<file path="src/rtl/hem_pkg.sv">
package hem_pkg;
  typedef enum logic [1:0] {
    ST_COLLECT = 2'd0,
    ST_DIVIDE  = 2'd1,
    ST_EMIT    = 2'd2
  } hem_state_e;
endpackage

</file>
<file path="src/rtl/hem_merge_sel.sv">
// Picks the earliest head among valid sources; strict compare keeps lowest index on ties.
module hem_merge_sel #(
  parameter int NSRC = 4,
  parameter int TW   = 16,
  localparam int SELW = (NSRC > 1) ? $clog2(NSRC) : 1
) (
  input  logic [NSRC-1:0]    src_valid,
  input  logic [NSRC*TW-1:0] src_time,
  output logic               sel_valid,
  output logic [SELW-1:0]    sel_idx,
  output logic [TW-1:0]      sel_time
);
  always_comb begin
    sel_valid = 1'b0;
    sel_idx   = '0;
    sel_time  = '0;
    for (int i = 0; i < NSRC; i++) begin
      if (src_valid[i] && (!sel_valid || (src_time[i*TW +: TW] < sel_time))) begin
        sel_valid = 1'b1;
        sel_idx   = SELW'(i);
        sel_time  = src_time[i*TW +: TW];
      end
    end
  end
endmodule

</file>
<file path="src/rtl/hem_seq_div.sv">
// Restoring divider, one quotient bit per cycle, NW cycles after start.
module hem_seq_div #(
  parameter int NW = 20,
  parameter int DW = 5,
  parameter int QW = 16,
  localparam int SCW = $clog2(NW + 1)
) (
  input  logic          clk,
  input  logic          rst_n,
  input  logic          start,
  input  logic [NW-1:0] dividend,
  input  logic [DW-1:0] divisor,
  output logic          busy,
  output logic [QW-1:0] quotient
);
  logic [NW-1:0]  dvd_q, dvd_d;
  logic [DW-1:0]  dvs_q;
  logic [DW-1:0]  rem_q, rem_d;
  logic [SCW-1:0] step_q;
  logic [DW:0]    trial, diff;

  always_comb begin
    trial = {rem_q, dvd_q[NW-1]};
    diff  = trial - {1'b0, dvs_q};
    if (trial >= {1'b0, dvs_q}) begin
      rem_d = diff[DW-1:0];
      dvd_d = {dvd_q[NW-2:0], 1'b1};
    end else begin
      rem_d = trial[DW-1:0];
      dvd_d = {dvd_q[NW-2:0], 1'b0};
    end
  end

  always_ff @(posedge clk or negedge rst_n) begin
    if (!rst_n) begin
      dvd_q  <= '0;
      dvs_q  <= '0;
      rem_q  <= '0;
      step_q <= '0;
    end else if (start) begin
      dvd_q  <= dividend;
      dvs_q  <= divisor;
      rem_q  <= '0;
      step_q <= SCW'(NW);
    end else if (step_q != '0) begin
      dvd_q  <= dvd_d;
      rem_q  <= rem_d;
      step_q <= step_q - SCW'(1);
    end
  end

  assign busy     = (step_q != '0);
  assign quotient = dvd_q[QW-1:0];
endmodule

</file>
<file path="src/rtl/hit_event_merger.sv">
module hit_event_merger
  import hem_pkg::*;
#(
  parameter int NSRC    = 4,
  parameter int TW      = 16,
  parameter int MAXH    = 16,
  parameter int CNTW    = 6,
  parameter int TIMEOUT = 8
) (
  input  logic               clk,
  input  logic               rst_n,
  input  logic [TW-1:0]      cfg_window,
  input  logic [NSRC-1:0]    src_valid,
  input  logic [NSRC*TW-1:0] src_time,
  output logic [NSRC-1:0]    src_pop,
  output logic               prim_valid,
  output logic [TW-1:0]      prim_time,
  output logic [CNTW-1:0]    prim_count,
  output logic               prim_sat
);
  localparam int SELW = (NSRC > 1) ? $clog2(NSRC) : 1;
  localparam int ACCW = $clog2(MAXH + 1);
  localparam int SW   = TW + $clog2(MAXH);
  localparam int IDW  = $clog2(TIMEOUT + 1);

  hem_state_e      state_q, state_d;
  logic [CNTW-1:0] cnt_q, cnt_d;
  logic [SW-1:0]   sum_q, sum_d;
  logic [TW-1:0]   first_q, first_d;
  logic [IDW-1:0]  idle_q, idle_d;

  logic            sel_valid;
  logic [SELW-1:0] sel_idx;
  logic [TW-1:0]   sel_time;
  logic            ev_open, in_win, take, close;
  logic [ACCW-1:0] acc;
  logic            div_busy;
  logic [TW-1:0]   quo;

  hem_merge_sel #(.NSRC(NSRC), .TW(TW)) u_sel (
    .src_valid (src_valid),
    .src_time  (src_time),
    .sel_valid (sel_valid),
    .sel_idx   (sel_idx),
    .sel_time  (sel_time)
  );

  assign ev_open = (cnt_q != '0);
  assign in_win  = ({1'b0, sel_time} <= ({1'b0, first_q} + {1'b0, cfg_window}));
  assign take    = (state_q == ST_COLLECT) && sel_valid && (!ev_open || in_win);
  assign close   = (state_q == ST_COLLECT) && ev_open &&
                   (sel_valid ? !in_win : (idle_q == IDW'(TIMEOUT - 1)));
  assign acc     = (cnt_q > CNTW'(MAXH)) ? ACCW'(MAXH) : ACCW'(cnt_q);
  assign src_pop = take ? (NSRC'(1) << sel_idx) : '0;

  // next-state
  always_comb begin
    state_d = state_q;
    cnt_d   = cnt_q;
    sum_d   = sum_q;
    first_d = first_q;
    idle_d  = idle_q;
    case (state_q)
      ST_COLLECT: begin
        if (take) begin
          idle_d = '0;
          if (!ev_open) begin
            first_d = sel_time;
            sum_d   = SW'(sel_time);
            cnt_d   = CNTW'(1);
          end else begin
            if (cnt_q < CNTW'(MAXH)) sum_d = sum_q + SW'(sel_time);
            if (cnt_q != {CNTW{1'b1}}) cnt_d = cnt_q + CNTW'(1);
          end
        end else if (close) begin
          state_d = ST_DIVIDE;
        end else if (ev_open && !sel_valid) begin
          idle_d = idle_q + IDW'(1);
        end
      end
      ST_DIVIDE: if (!div_busy) state_d = ST_EMIT;
      ST_EMIT: begin
        state_d = ST_COLLECT;
        cnt_d   = '0;
        idle_d  = '0;
      end
      default: state_d = ST_COLLECT;
    endcase
  end

  always_ff @(posedge clk or negedge rst_n) begin
    if (!rst_n) begin
      state_q <= ST_COLLECT;
      cnt_q   <= '0;
      sum_q   <= '0;
      first_q <= '0;
      idle_q  <= '0;
    end else begin
      state_q <= state_d;
      cnt_q   <= cnt_d;
      sum_q   <= sum_d;
      first_q <= first_d;
      idle_q  <= idle_d;
    end
  end

  hem_seq_div #(.NW(SW), .DW(ACCW), .QW(TW)) u_div (
    .clk      (clk),
    .rst_n    (rst_n),
    .start    (close),
    .dividend (sum_q),
    .divisor  (acc),
    .busy     (div_busy),
    .quotient (quo)
  );

  assign prim_valid = (state_q == ST_EMIT);
  assign prim_time  = quo;
  assign prim_count = cnt_q;
  assign prim_sat   = (cnt_q > CNTW'(MAXH));
endmodule

</file>
<file path="config.mk">
export PLATFORM = sky130hd
export DESIGN_NAME = hit_event_merger
export DESIGN_NICKNAME = d
export VERILOG_FILES = /design/src/rtl/hem_pkg.sv /design/src/rtl/hem_merge_sel.sv /design/src/rtl/hem_seq_div.sv /design/src/rtl/hit_event_merger.sv
export SDC_FILE = /design/constraint.sdc
export NUM_CORES = 1
export LEC_CHECK = 0
export ABC_CLOCK_PERIOD_IN_PS = 40400
export CAP_MARGIN = 0
export CORE_MARGIN = 5
export CORE_UTILIZATION = 65
export DETAILED_ROUTE_END_ITERATION = 7
export DONT_BUFFER_PORTS = 1
export PLACE_DENSITY = 0.81
export SLEW_MARGIN = 10
export SYNTH_ARGS = -nofsm -noshare
export SYNTH_HDL_FRONTEND = slang
export SYNTH_SLANG_ARGS = --single-unit
export TNS_END_PERCENT = 1
</file>
<file path="constraint.sdc">
create_clock -name clk -period 40.4 [get_ports clk]
set_input_delay 12.12 -clock clk [delete_from_list [all_inputs] [get_ports clk]]
set_output_delay 12.12 -clock clk [all_outputs]
set_load 0.05 [all_outputs]
</file>
==> results_dict.tcl <==
set metrics [dict create \
    numCtsBuffers 9 \
    grt-ovfl-total 0 \
    place_worst_setup_slack_ns 6.875 \
    worst-r2r-cell-count 20 \
    postSynth.topFlopCell "sky130_fd_sc_hd__dfrtp_1" \
    critical_path.startpoint_type "primary input" \
    setup.worst_path.end_class "output pin" \
    outcome "complete, no violations" \
    fillers 950 \
    cts.hold.buffers_added 0 \
    dpl.cell_count 1027 \
    critical-path-slowest-cell "sky130_fd_sc_hd__o311ai_4" \
    fp.dieH_um 119.6 \
    placed_cell_area_sq_um 7785 \
    clock_tree.htree_level_count 3 \
    gp_congestion 0.9064 \
    io_pins 114 \
    grt_antenna_before_repair 0 \
    synth_edf_count 0 \
    post-layout-total-power_uw 708.0 \
    setup_violations 0 \
    setup_slack_ns 6.685 \
    hold_slack_final_ns 0.4798 \
    min-delay-start "u_div.dvs_q[2]" \
    worstMarginPinSlew_ns 1.035 \
    r2r_path_start "first_q[1]" \
    grt_max_degree 84 \
    tns_ns 0 \
    post-cts-setup-buffer-count 0 \
    post-route-min-period_ns 33.71 \
    start_util_pct 65.54 \
    timing.max_cap.violations 0 \
    finalClockSkew_ns 0.006308 \
    pwr_density_cell_nw_per_um2 87.15 \
    overall_routing_resource_usage_pct 28.35 \
    worst_path_arrival_time_ns 21.59 \
    wl_per_cell_um 18.97 \
    floorplan.rows 40 \
    synthesis.yosys.warnings 0 \
    min_delay_path_depth 2 \
    asyncSetResetFlopFracSynth_pct 100.0 \
    design.die.area_sq_um 14300 \
    ff_latch_count_synth 83 \
    post_cts_resized 0 \
    clk_tree_root_cell "sky130_fd_sc_hd__clkbuf_16" \
    dpl.hpwl_mm 15.59 \
    critPathMaxStageDelay_ns 0.91 \
    fin_util_pct 68.20 \
    netlist-cell-type-count 72 \
    ant_nets 0 \
    syn_area_sq_um 7806 \
    finish.cell_count_without_fillers 1044 \
    hp-class "register to register" \
    cts.clk_slew.worst_paths_ns 0.06 \
    first_global_vias 6784 \
    regToRegSetupSlack_ns 34.93 \
    antenna-diode-count 0 \
    avgViaCountPerCell 6.471 \
    core_area_sq_um 11910 \
    clk_path_buf_depth 2 \
    syn_area_per_cell_sq_um 8.476 \
    drive_above_1_share_pct 7.246 \
    synth.yosys.seq_area_share_pct 26.61 \
    fmax_ghz 0.02966 \
    count_of_tritonroute_iterations_in_the_first_routing_pass 5 \
    irDropWorstVdd_uv 61.04 \
    category_of_the_most_critical_setup_path "primary input to output pin" \
    vias 6756 \
    final_min_period_over_clock_period_pct 83.45 \
    cts_tree "yes" \
    drc 0 \
    global_route_wire_length_before_repair_mm 32.95 \
    critPathRequiredTime_ns 28.28 \
    top_fanout_value_on_the_critical_path 30 \
    clock-sinks 83 \
    hold-path-endpoint "u_div.dvs_q[2]" \
    regToRegEndpoint "u_div.dvd_q[7]" \
    synth_nets 1113 \
    worstSetupStartpoint "src_valid[0]" \
    area_growth_syn_to_layout_pct 4.071 \
    final-hold-violation-count 0 \
    clk_latency_ns 0.35 \
    port-buffer-count 0 \
    drt-total-wl_mm 19.81 \
    drt_iter0_markers 537 \
    nets 1084 \
    die_width_um 119.6 \
    rsz0062_at_grt "no" \
    total_leakage_power_nw 3.811 \
    final_cell_area_sq_um 8124 \
    final-max-slew-violation-count 0 \
    slew_headroom_pct 30.84 \
    synthesis.instances 921 \
]
critical path, delay by kind of cell:
family          cells  cell delay, ns
fa+ha+maj           4            1.13
compound gates     18            5.42
buf+inv             2            0.46
simple gates        7            1.67
mux                 2            0.80
per-layer routing:
| layer | GRT usage (%) | up-vias | share of wire [%] |
|---|---|---|---|
| met5 | 0 | - | 0 |
| met4 | 7.516 | 0 | 1.9 |
| met2 | 49.79 | 212 | 50 |
| met3 | 5.844 | 31 | 6.6 |
| li1 | - | 3250 | - |
| met1 | 35.53 | 3263 | 42 |
power breakdown:
group / switching (mW) / total [mW] / leakage [nW] / internal (mW)
Clock: 0.0359 / 0.0907 / 0.162 / 0.0548
Combinational: 0.242 / 0.422 / 2.64 / 0.180
Sequential: 0.0725 / 0.195 / 1.01 / 0.123
Total: 0.350 / 0.708 / 3.81 / 0.358
worst max-delay path by stage:
| stage | cells past startpoint | slack, ns | to |
|---|---|---|---|
| 2_1_floorplan | 41 | 8.15 | src_pop[0] |
| 3_3_place_gp | 33 | 7.36 | src_pop[1] |
| 3_5_place_dp | 34 | 6.87 | src_pop[0] |
| 4_1_cts | 34 | 6.83 | src_pop[0] |
| 5_1_grt | 34 | 6.10 | src_pop[1] |
| 6_report | 33 | 6.69 | src_pop[0] |
state kept, by name, indices dropped and copies added (netlist names):
name	flops
u_div.dvs_q	5
sum_q	20
prim_count	6
u_div.step_q	5
u_div.rem_q	5
first_q	16
idle_q	4
u_div.dvd_q	20
state_q	2
area by class of cell:
class,instances,area (sq um),area share (%)
Clock buffer,9,225.2,2.772
Sequential cell,83,2077,25.57
Multi-Input combinational cell,743,5299,65.22
Clock inverter,7,98.84,1.217
Inverter,48,180.2,2.218
Timing Repair Buffer,7,60.06,0.7393
Tap cell,147,183.9,2.264
cells in the final DEF, fill, tap and decap left out, types with 7 or more instances in the layout:
| cell | n |
|---|---|
| sky130_fd_sc_hd__dfrtp_1 | 83 |
| sky130_fd_sc_hd__o21a_1 | 22 |
| sky130_fd_sc_hd__a31oi_1 | 30 |
| sky130_fd_sc_hd__o21ai_0 | 46 |
| sky130_fd_sc_hd__a211oi_1 | 9 |
| sky130_fd_sc_hd__o211ai_1 | 16 |
| sky130_fd_sc_hd__o31ai_1 | 9 |
| sky130_fd_sc_hd__ha_1 | 103 |
| sky130_fd_sc_hd__nor3_1 | 18 |
| sky130_fd_sc_hd__inv_1 | 48 |
| sky130_fd_sc_hd__clkbuf_16 | 9 |
| sky130_fd_sc_hd__nand2b_1 | 10 |
| sky130_fd_sc_hd__a21oi_1 | 48 |
| sky130_fd_sc_hd__xnor2_1 | 13 |
| sky130_fd_sc_hd__nand2_1 | 148 |
| sky130_fd_sc_hd__a21o_1 | 19 |
| sky130_fd_sc_hd__xor2_1 | 21 |
| sky130_fd_sc_hd__nor2_1 | 77 |
| sky130_fd_sc_hd__mux2i_4 | 12 |
| sky130_fd_sc_hd__nand4_1 | 7 |
| sky130_fd_sc_hd__mux2i_1 | 10 |
| sky130_fd_sc_hd__mux2_2 | 12 |
| sky130_fd_sc_hd__nand3_1 | 13 |
kinds of logic (layout without fill, tap and decap cells):
group | after synthesis | after routing | synth area share (%)
simple gates | 319 | 319 | 18.05
buf+inv | 95 | 71 | 5.818
fa+ha+maj | 106 | 106 | 17.28
mux | 35 | 35 | 6.652
compound gates | 249 | 249 | 21.78
flops | 83 | 83 | 26.61
xor+xnor | 34 | 34 | 3.815
synth_stat cells (19+ instances only):
cell type,count,area [sq um]
sky130_fd_sc_hd__xor2_1,21,183.9
sky130_fd_sc_hd__o21ai_0,46,230.2
sky130_fd_sc_hd__inv_1,48,180.2
sky130_fd_sc_hd__clkbuf_1,21,78.83
sky130_fd_sc_hd__a21o_1,19,142.6
sky130_fd_sc_hd__nand2_1,148,555.5
sky130_fd_sc_hd__o21a_1,22,165.2
sky130_fd_sc_hd__ha_1,103,1289
sky130_fd_sc_hd__nor2_1,77,289.0
sky130_fd_sc_hd__a31oi_1,30,187.7
sky130_fd_sc_hd__dfrtp_1,83,2077
sky130_fd_sc_hd__a21oi_1,48,240.2
(Power assumes the default switching activity.)
